==> config.mk <==
export PLATFORM = sky130hd
export DESIGN_NAME = ewcast_unit
export DESIGN_NICKNAME = d
export VERILOG_FILES = /design/src/rtl/ewcast_pkg.sv /design/src/rtl/ewcast_gather.sv /design/src/rtl/ewcast_scatter.sv /design/src/rtl/ewcast_ctrl.sv /design/src/rtl/ewcast_unit.sv
export SDC_FILE = /design/constraint.sdc
export NUM_CORES = 1
export LEC_CHECK = 0
export ABC_CLOCK_PERIOD_IN_PS = 2000
export BUFFER_PORTS_ARGS = -buffer_cell sky130_fd_sc_hd__buf_2
export CORE_MARGIN = 1
export CORE_UTILIZATION = 55
export DETAILED_ROUTE_END_ITERATION = 10
export PLACE_DENSITY = 0.82
export SYNTH_ARGS = -nofsm -noshare
export SYNTH_HDL_FRONTEND = slang
export SYNTH_HIERARCHICAL = 1
export SYNTH_SLANG_ARGS = --single-unit
==> constraint.sdc <==
create_clock -name clk -period 2 [get_ports clk]
set_clock_uncertainty 0.1 [all_clocks]
set_input_delay 0.2 -clock clk [delete_from_list [all_inputs] [get_ports clk]]
set_output_delay 0.2 -clock clk [all_outputs]
set_load 0.05 [all_outputs]
==> src/rtl/ewcast_pkg.sv <==
package ewcast_pkg;

  // bytes in one element for a width code
  function automatic int elem_bytes(input int code);
    return 1 << code;
  endfunction

  // a width is usable only if one element fits inside a chunk
  function automatic bit code_fits(input int code, input int slen);
    return (8 << code) <= slen;
  endfunction

  // register byte index holding memory byte mb at width code
  function automatic int reg_byte_of(input int mb, input int code,
                                     input int vlen, input int slen);
    int eb, nch, cb, e, k;
    eb  = elem_bytes(code);
    nch = vlen / slen;
    cb  = slen / 8;
    e   = mb / eb;
    k   = mb % eb;
    return (e % nch) * cb + (e / nch) * eb + k;
  endfunction

endpackage

==> src/rtl/ewcast_gather.sv <==
// Undo the round-robin interleave: register format -> memory byte order.
module ewcast_gather #(
  parameter int VLEN = 128,
  parameter int SLEN = 32
) (
  input  logic [VLEN-1:0] reg_in,
  input  logic [1:0]      wcode,
  output logic [VLEN-1:0] mem_out
);
  localparam int NB = VLEN / 8;

  logic [3:0][VLEN-1:0] img;

  for (genvar w = 0; w < 4; w++) begin : g_w
    if (ewcast_pkg::code_fits(w, SLEN)) begin : g_ok
      for (genvar b = 0; b < NB; b++) begin : g_b
        localparam int P = ewcast_pkg::reg_byte_of(b, w, VLEN, SLEN);
        assign img[w][8*b +: 8] = reg_in[8*P +: 8];
      end
    end else begin : g_na
      assign img[w] = reg_in;
    end
  end

  always_comb mem_out = img[wcode];
endmodule

==> src/rtl/ewcast_scatter.sv <==
// Deal memory-order bytes round-robin into chunks at the destination width.
module ewcast_scatter #(
  parameter int VLEN = 128,
  parameter int SLEN = 32
) (
  input  logic [VLEN-1:0] mem_in,
  input  logic [1:0]      wcode,
  output logic [VLEN-1:0] reg_out
);
  localparam int NB = VLEN / 8;

  logic [3:0][VLEN-1:0] img;

  for (genvar w = 0; w < 4; w++) begin : g_w
    if (ewcast_pkg::code_fits(w, SLEN)) begin : g_ok
      for (genvar b = 0; b < NB; b++) begin : g_b
        localparam int P = ewcast_pkg::reg_byte_of(b, w, VLEN, SLEN);
        assign img[w][8*P +: 8] = mem_in[8*b +: 8];
      end
    end else begin : g_na
      assign img[w] = mem_in;
    end
  end

  always_comb reg_out = img[wcode];
endmodule

==> src/rtl/ewcast_ctrl.sv <==
// Start acceptance, result register and done pulse.
module ewcast_ctrl #(
  parameter int VLEN = 128
) (
  input  logic            clk,
  input  logic            rst_n,
  input  logic            start,
  input  logic            width_bad,
  input  logic [VLEN-1:0] cast_img,
  input  logic [VLEN-1:0] raw_img,
  output logic [VLEN-1:0] reg_out,
  output logic            done,
  output logic            err
);
  logic cast_accept;

  assign cast_accept = start & ~done;

  always_ff @(posedge clk or negedge rst_n) begin
    if (!rst_n) begin
      reg_out <= '0;
      done    <= 1'b0;
      err     <= 1'b0;
    end else begin
      done <= cast_accept;
      if (cast_accept) begin
        reg_out <= width_bad ? raw_img : cast_img;
        err     <= width_bad;
      end
    end
  end

  assert_done_single_R7: assert property (@(posedge clk) disable iff (!rst_n)
    done |=> !done);

  assert_done_after_start_R7: assert property (@(posedge clk) disable iff (!rst_n)
    done |-> $past(start));

  assert_hold_between_R7: assert property (@(posedge clk) disable iff (!rst_n)
    !done |-> ($stable(reg_out) && $stable(err)));

  assert_busy_start_ignored_R8: assert property (@(posedge clk) disable iff (!rst_n)
    (start && done) |=> (!done && $stable(reg_out)));

  assert_bad_passthru_R9: assert property (@(posedge clk) disable iff (!rst_n)
    (done && err) |-> (reg_out == $past(raw_img)));
endmodule

==> src/rtl/ewcast_unit.sv <==
module ewcast_unit #(
  parameter int VLEN = 128,
  parameter int SLEN = 32
) (
  input  logic            clk,
  input  logic            rst_n,
  input  logic            start,
  input  logic [1:0]      src_w,
  input  logic [1:0]      dst_w,
  input  logic [VLEN-1:0] reg_in,
  output logic [VLEN-1:0] reg_out,
  output logic            done,
  output logic            err
);
  localparam int NCH = VLEN / SLEN;

  logic [VLEN-1:0] mem_order;
  logic [VLEN-1:0] recast;
  logic            width_bad;

  always_comb
    width_bad = !ewcast_pkg::code_fits(int'(src_w), SLEN) ||
                !ewcast_pkg::code_fits(int'(dst_w), SLEN);

  ewcast_gather #(.VLEN(VLEN), .SLEN(SLEN)) u_gather (
    .reg_in (reg_in),
    .wcode  (src_w),
    .mem_out(mem_order)
  );

  ewcast_scatter #(.VLEN(VLEN), .SLEN(SLEN)) u_scatter (
    .mem_in (mem_order),
    .wcode  (dst_w),
    .reg_out(recast)
  );

  ewcast_ctrl #(.VLEN(VLEN)) u_ctrl (
    .clk      (clk),
    .rst_n    (rst_n),
    .start    (start),
    .width_bad(width_bad),
    .cast_img (recast),
    .raw_img  (reg_in),
    .reg_out  (reg_out),
    .done     (done),
    .err      (err)
  );

  assert_same_width_identity_R4: assert property (@(posedge clk) disable iff (!rst_n)
    (done && !err && $past(src_w == dst_w)) |-> (reg_out == $past(reg_in)));

  assert_flat_copy_R6: assert property (@(posedge clk) disable iff (!rst_n)
    (NCH == 1 && done && !err) |-> (reg_out == $past(reg_in)));

  assert_err_matches_width_R9: assert property (@(posedge clk) disable iff (!rst_n)
    done |-> (err == $past(width_bad)));
endmodule

# Word level (Yosys, flattened, before mapping)
# Index checks and enable logic that the tools add are counted.
dict set report op_classes {
  add_sub_neg 0
  multipliers 0
  div 0
  order_cmp 4
  eq_ne 0
  n_shift 2
  muxes 5
  bitwise 2
  n_reduce_logical 3
}
# cell n
set ops {}
lappend ops {{$bmux W128 S2} 2}
lappend ops {{$mux W128} 3}
lappend ops {{$le A32 B7 Y1 const B} 2}
lappend ops {{$shl A4 B2 Y32 const A} 2}
lappend ops {{$lt A2 B3 Y1 const B} 2}
lappend ops {{$logic_not A1 Y1} 2}
lappend ops {{$and A1 B1 Y1} 1}
lappend ops {{$logic_or A1 B1 Y1} 1}
lappend ops {{$not A1 Y1} 1}
dict set report word_totals {
  reg_bits 130
  latchBits 0
  mem_bits_rw 0
  rom_bits 0
  inputBits 135
  output_inout_bits 130
  word_cells 19
  n_memories 0
}

# Logic depth before layout (Yosys ltp)
dict set report logic_depth {
  ltp_word 5
  mapped_depth 9
  ltp_nobuf 6
}

# Modules after synthesis
# Netlist, hierarchy kept.
# mod n_inst cells_per_inst area_each_um2 seq_area_each_um2
set modules_own_cells {}
lappend modules_own_cells {ewcast_ctrl 1 416 6374.9 3253.1}
lappend modules_own_cells {ewcast_gather 1 285 2053.2 0.0}
lappend modules_own_cells {ewcast_scatter 1 284 2050.7 0.0}
lappend modules_own_cells {ewcast_unit 1 1 8.8 0.0}

# Worst setup path after synthesis
# No wires, ideal clock.
dict set report synth_path {
  path_type {input to register}
  start {in src_w[1]}
  end {reg u_ctrl.reg_out[15]}
  setup_time_ns 0.125
  t_arrival_ns 1.813
  required_time_ns 1.775
  setup_slack_ns -0.038
  cell_stages 7
  path_buffers 2
  cell_sequence {buf_4 nor2_4 buf_4 mux2_2 mux2_1 mux2_1 mux2_2}
}
dict set report synth_between {
  elab_chain_len 5
  word_cells_on_any_way 9
  classes_between {1 x order compare; 1 x shift; 5 x mux; 2 x reduce/logical}
}
# element line
set synth_rtl {}
lappend synth_rtl {{start: declaration} ewcast_unit.sv:8} ;# input logic [1:0] src_w,
lappend synth_rtl {{$bmux W128 S2} ewcast_gather.sv:25} ;# always_comb mem_out = img[wcode];
lappend synth_rtl {{$mux W128 (not written as such)} ewcast_gather.sv:25}
lappend synth_rtl {{named net mem_order[15]} ewcast_unit.sv:17} ;# logic [VLEN-1:0] mem_order;
lappend synth_rtl {{$bmux W128 S2} ewcast_scatter.sv:25} ;# always_comb reg_out = img[wcode];
lappend synth_rtl {{$mux W128 (not written as such)} ewcast_scatter.sv:25}
lappend synth_rtl {{named net recast[15]} ewcast_unit.sv:18} ;# logic [VLEN-1:0] recast;
lappend synth_rtl {{$mux W128} ewcast_ctrl.sv:27} ;# reg_out <= width_bad ? raw_img : cast_img;
lappend synth_rtl {{end signal: assignment} ewcast_ctrl.sv:27}
lappend synth_rtl {{end: declaration} ewcast_ctrl.sv:11} ;# output logic [VLEN-1:0] reg_out,
# The timed path passes the listed nets, and every way through them passes these cells. The select of a mux whose other input is x is not followed.
# A chain may end at the register's enable or synchronous reset.

# Worst setup path in the final report
dict set report layout_path {
  start {in src_w[0]}
  end {reg u_ctrl.reg_out[81]}
}
# Same word-level chain as after synthesis.

==> qor.txt <==
status -> finished clean
crit path launch type -> input pin
WHS Endpoint -> u_ctrl/reg_out[125]
main combinational cell family by area after synthesis -> multiplexers
CP Capture Type -> flip-flop
Final Wtd Congestion -> 0.9118
Final Routed Wirelength -> 26450 µm
antenna viol nets, final -> 0
TritonCTS buffer count -> 17
H-tree levels -> 4
synthesized flop and latch total -> 130
synthesized instance count -> 986
achievable frequency -> 560.3 MHz
commonest non-fill, non-tap cell in the layout -> buf_2
initial DRC count -> 462
Yosys cell types -> 15
pin count of the biggest net entering global routing -> 78
complex-gate fraction of the synthesized area -> 6.192%
vias post-DR -> 8420
clk root buf -> clkbuf_16
hpwl dp -> 19220 µm
Net Sw Frac -> 41.69%
R2R Path End -> u_ctrl/reg_out[112]
internal power -> 6.860 mW
worst reg2reg path depth -> 3
first-pass GRT wire length -> 42810 µm
CTS tree -> done
simple-gate area share of the yosys netlist -> 5.035%
die height -> 140.1 µm
Core ar. -> 18710 µm²
share of cells above drive strength 1 -> 47.34%
most frequent cells in the layout -> 259 x buf_2, 227 x mux2_2, 130 x dfrtp_1, 128 x mux2i_1, 128 x nand2_1
mux cell area share after synthesis -> 50.12%
Psw -> 4.905 mW
Worst Hold Class -> input pin to flip-flop
# setup viols final -> 0
CP Max Fanout -> 7
average vias per placed instance -> 5.775
post-CTS sizing -> 0
std cell rows -> 50
R2R Setup Slk -> 350 ps
Hold Startpoint -> reg_in[125]
hold path depth -> 3
Final #Nets -> 1345
worst-margin pin slew -> 441.3 ps
Pins Over Slew Limit -> 0
Comb power frac -> 42.5%
placed insts -> 1424
Clock power frac -> 27.8%
First-pass DRT Iterations -> 6
deepest clock path buffer count -> 2
dpl ws -> -213.7 ps
Placed Area -> 11970 µm²
RSZ-0062 raised after global routing -> false
Initial Utilization -> 56.07%
Mapped Nets -> 1121
Pwr per Cell Area -> 933.4 nW/µm²
share of power burned in registers -> 29.7%
Worst VDD drop -> 0.6904 mV
Total Routing Usage GR -> 27.30%
relative slew slack -> 70.27%
P&R area growth vs syn -> 20.19%
Mapped Area -> 10490 µm²
Pwr Total -> 11.76 mW
Post-CTS Setup Repair Bufs -> 0
endpoints failing hold -> 0
Syn. warnings -> 6
Die Area -> 19620 µm²
Reg clk slew, reported paths -> 60 ps
IO Count -> 265
XOR/XNOR share of the synthesized area -> 0%
drc violations -> 0
critical path type -> input pin to flip-flop
min cycle time layout -> 1785 ps
RR Startpoint -> u_ctrl/done
clk_lat worst skew -> 420 ps
Die X -> 140.1 µm
fin worst setup slack -> 215.2 ps
Mean Syn Cell Area -> 10.64 µm²
GR Overflow Total -> 0
CP arrival -> 1990 ps
design area -> 12600 µm²
fin crit share -> 89.24%
sequential share of the synthesized area -> 31.02%
Finished Layout Cells -> 1458
initial antenna violation count -> 1
WL/cell -> 18.14 µm
CP required -> 2200 ps
Pleak -> 5.891 nW
Hold Buf Count CTS -> 1
max cap viols -> 0
vias in the first global route -> 8471
clk sinks -> 130
port bufs -> 264
final core occ -> 67.38%
Synth Area in Adders -> 0%
-- critical path, cell delays in order --
cell	delay, ps
buf_4	150
nor2b_1	250
buf_4	210
mux2_2	350
mux2_1	280
mux2_1	290
mux2_2	260
-- power groups by stage --
stage                     clock network [mW]  logic [mW]  registers (mW)
after floorplan                            0        1.75            5.49
after global placement                     0        4.90            3.51
after detailed placement                   0        4.99            3.53
after CTS                               3.33        5.01            3.49
after global routing                    3.44        5.26            3.56
final                                   3.27        5.00            3.49
-- sequential cells by signal, indices dropped and copies added (netlist names) --
name and flops:
u_ctrl/done 1, u_ctrl/err 1, u_ctrl/reg_out 128
-- cell type report --
type	instances	area, µm²
clock inverters	14	178.9
diodes	1	2.502
fillers	1419	6101
multi-input cells	744	6450
repair buffers	317	1988
clock buffers	18	439.2
flip-flops and latches	130	3253
well taps	234	292.8
-- Yosys cell counts --
cell type / instances / area [µm²]
a22o_1: 1 / 8.760
o21ai_1: 120 / 600.6
buf_4: 37 / 277.8
nand2b_1: 1 / 6.260
o21ai_0: 8 / 40.04
mux2i_1: 128 / 1281
nor2b_1: 3 / 18.77
mux2_2: 227 / 2556
nor2_4: 2 / 22.52
clkbuf_1: 12 / 45.04
buf_2: 37 / 185.2
nand2_1: 128 / 480.5
mux2_1: 126 / 1419
dfrtp_1: 130 / 3253
buf_6: 26 / 292.8
-- kinds of logic after synthesis --
| group | after synthesis |
|---|---|
| mux | 481 |
| simple gates | 134 |
| flops | 130 |
| compound gates | 129 |
| buf+inv | 112 |
-- worst max-delay path by stage --
| stage | from | end | slack (ps) | cells past startpoint |
|---|---|---|---|---|
| after floorplan | src_w[1] | u_ctrl/reg_out[15] | -8 | 7 |
| after global placement | src_w[0] | u_ctrl/reg_out[81] | -180 | 7 |
| after detailed placement | src_w[0] | u_ctrl/reg_out[84] | -210 | 7 |
| after CTS | src_w[0] | u_ctrl/reg_out[82] | 220 | 7 |
| after global routing | src_w[0] | u_ctrl/reg_out[82] | 150 | 7 |
| final | src_w[0] | u_ctrl/reg_out[81] | 220 | 7 |
-- routing by layer --
metal | wire [µm] | track usage (%) | up-vias | part of all wire [%]
li1 | - | - | 3982 | -
met1 | 11190 | 34.35 | 4071 | 42
met2 | 12790 | 45.92 | 323 | 48
met3 | 1780 | 6.085 | 44 | 6.7
met4 | 680 | 9.948 | 0 | 2.6
met5 | 0 | 0 | - | 0
-- metrics by stage --
stage	hold slack, ps	setup TNS (ps)
2_1_floorplan	-195.6	-8.180
3_3_place_gp	18.82	-4342
3_5_place_dp	25.83	-6900
4_1_cts	29.82	0
5_1_grt	45.30	0
6_report	47.00	0
(Power assumes the default switching activity.)
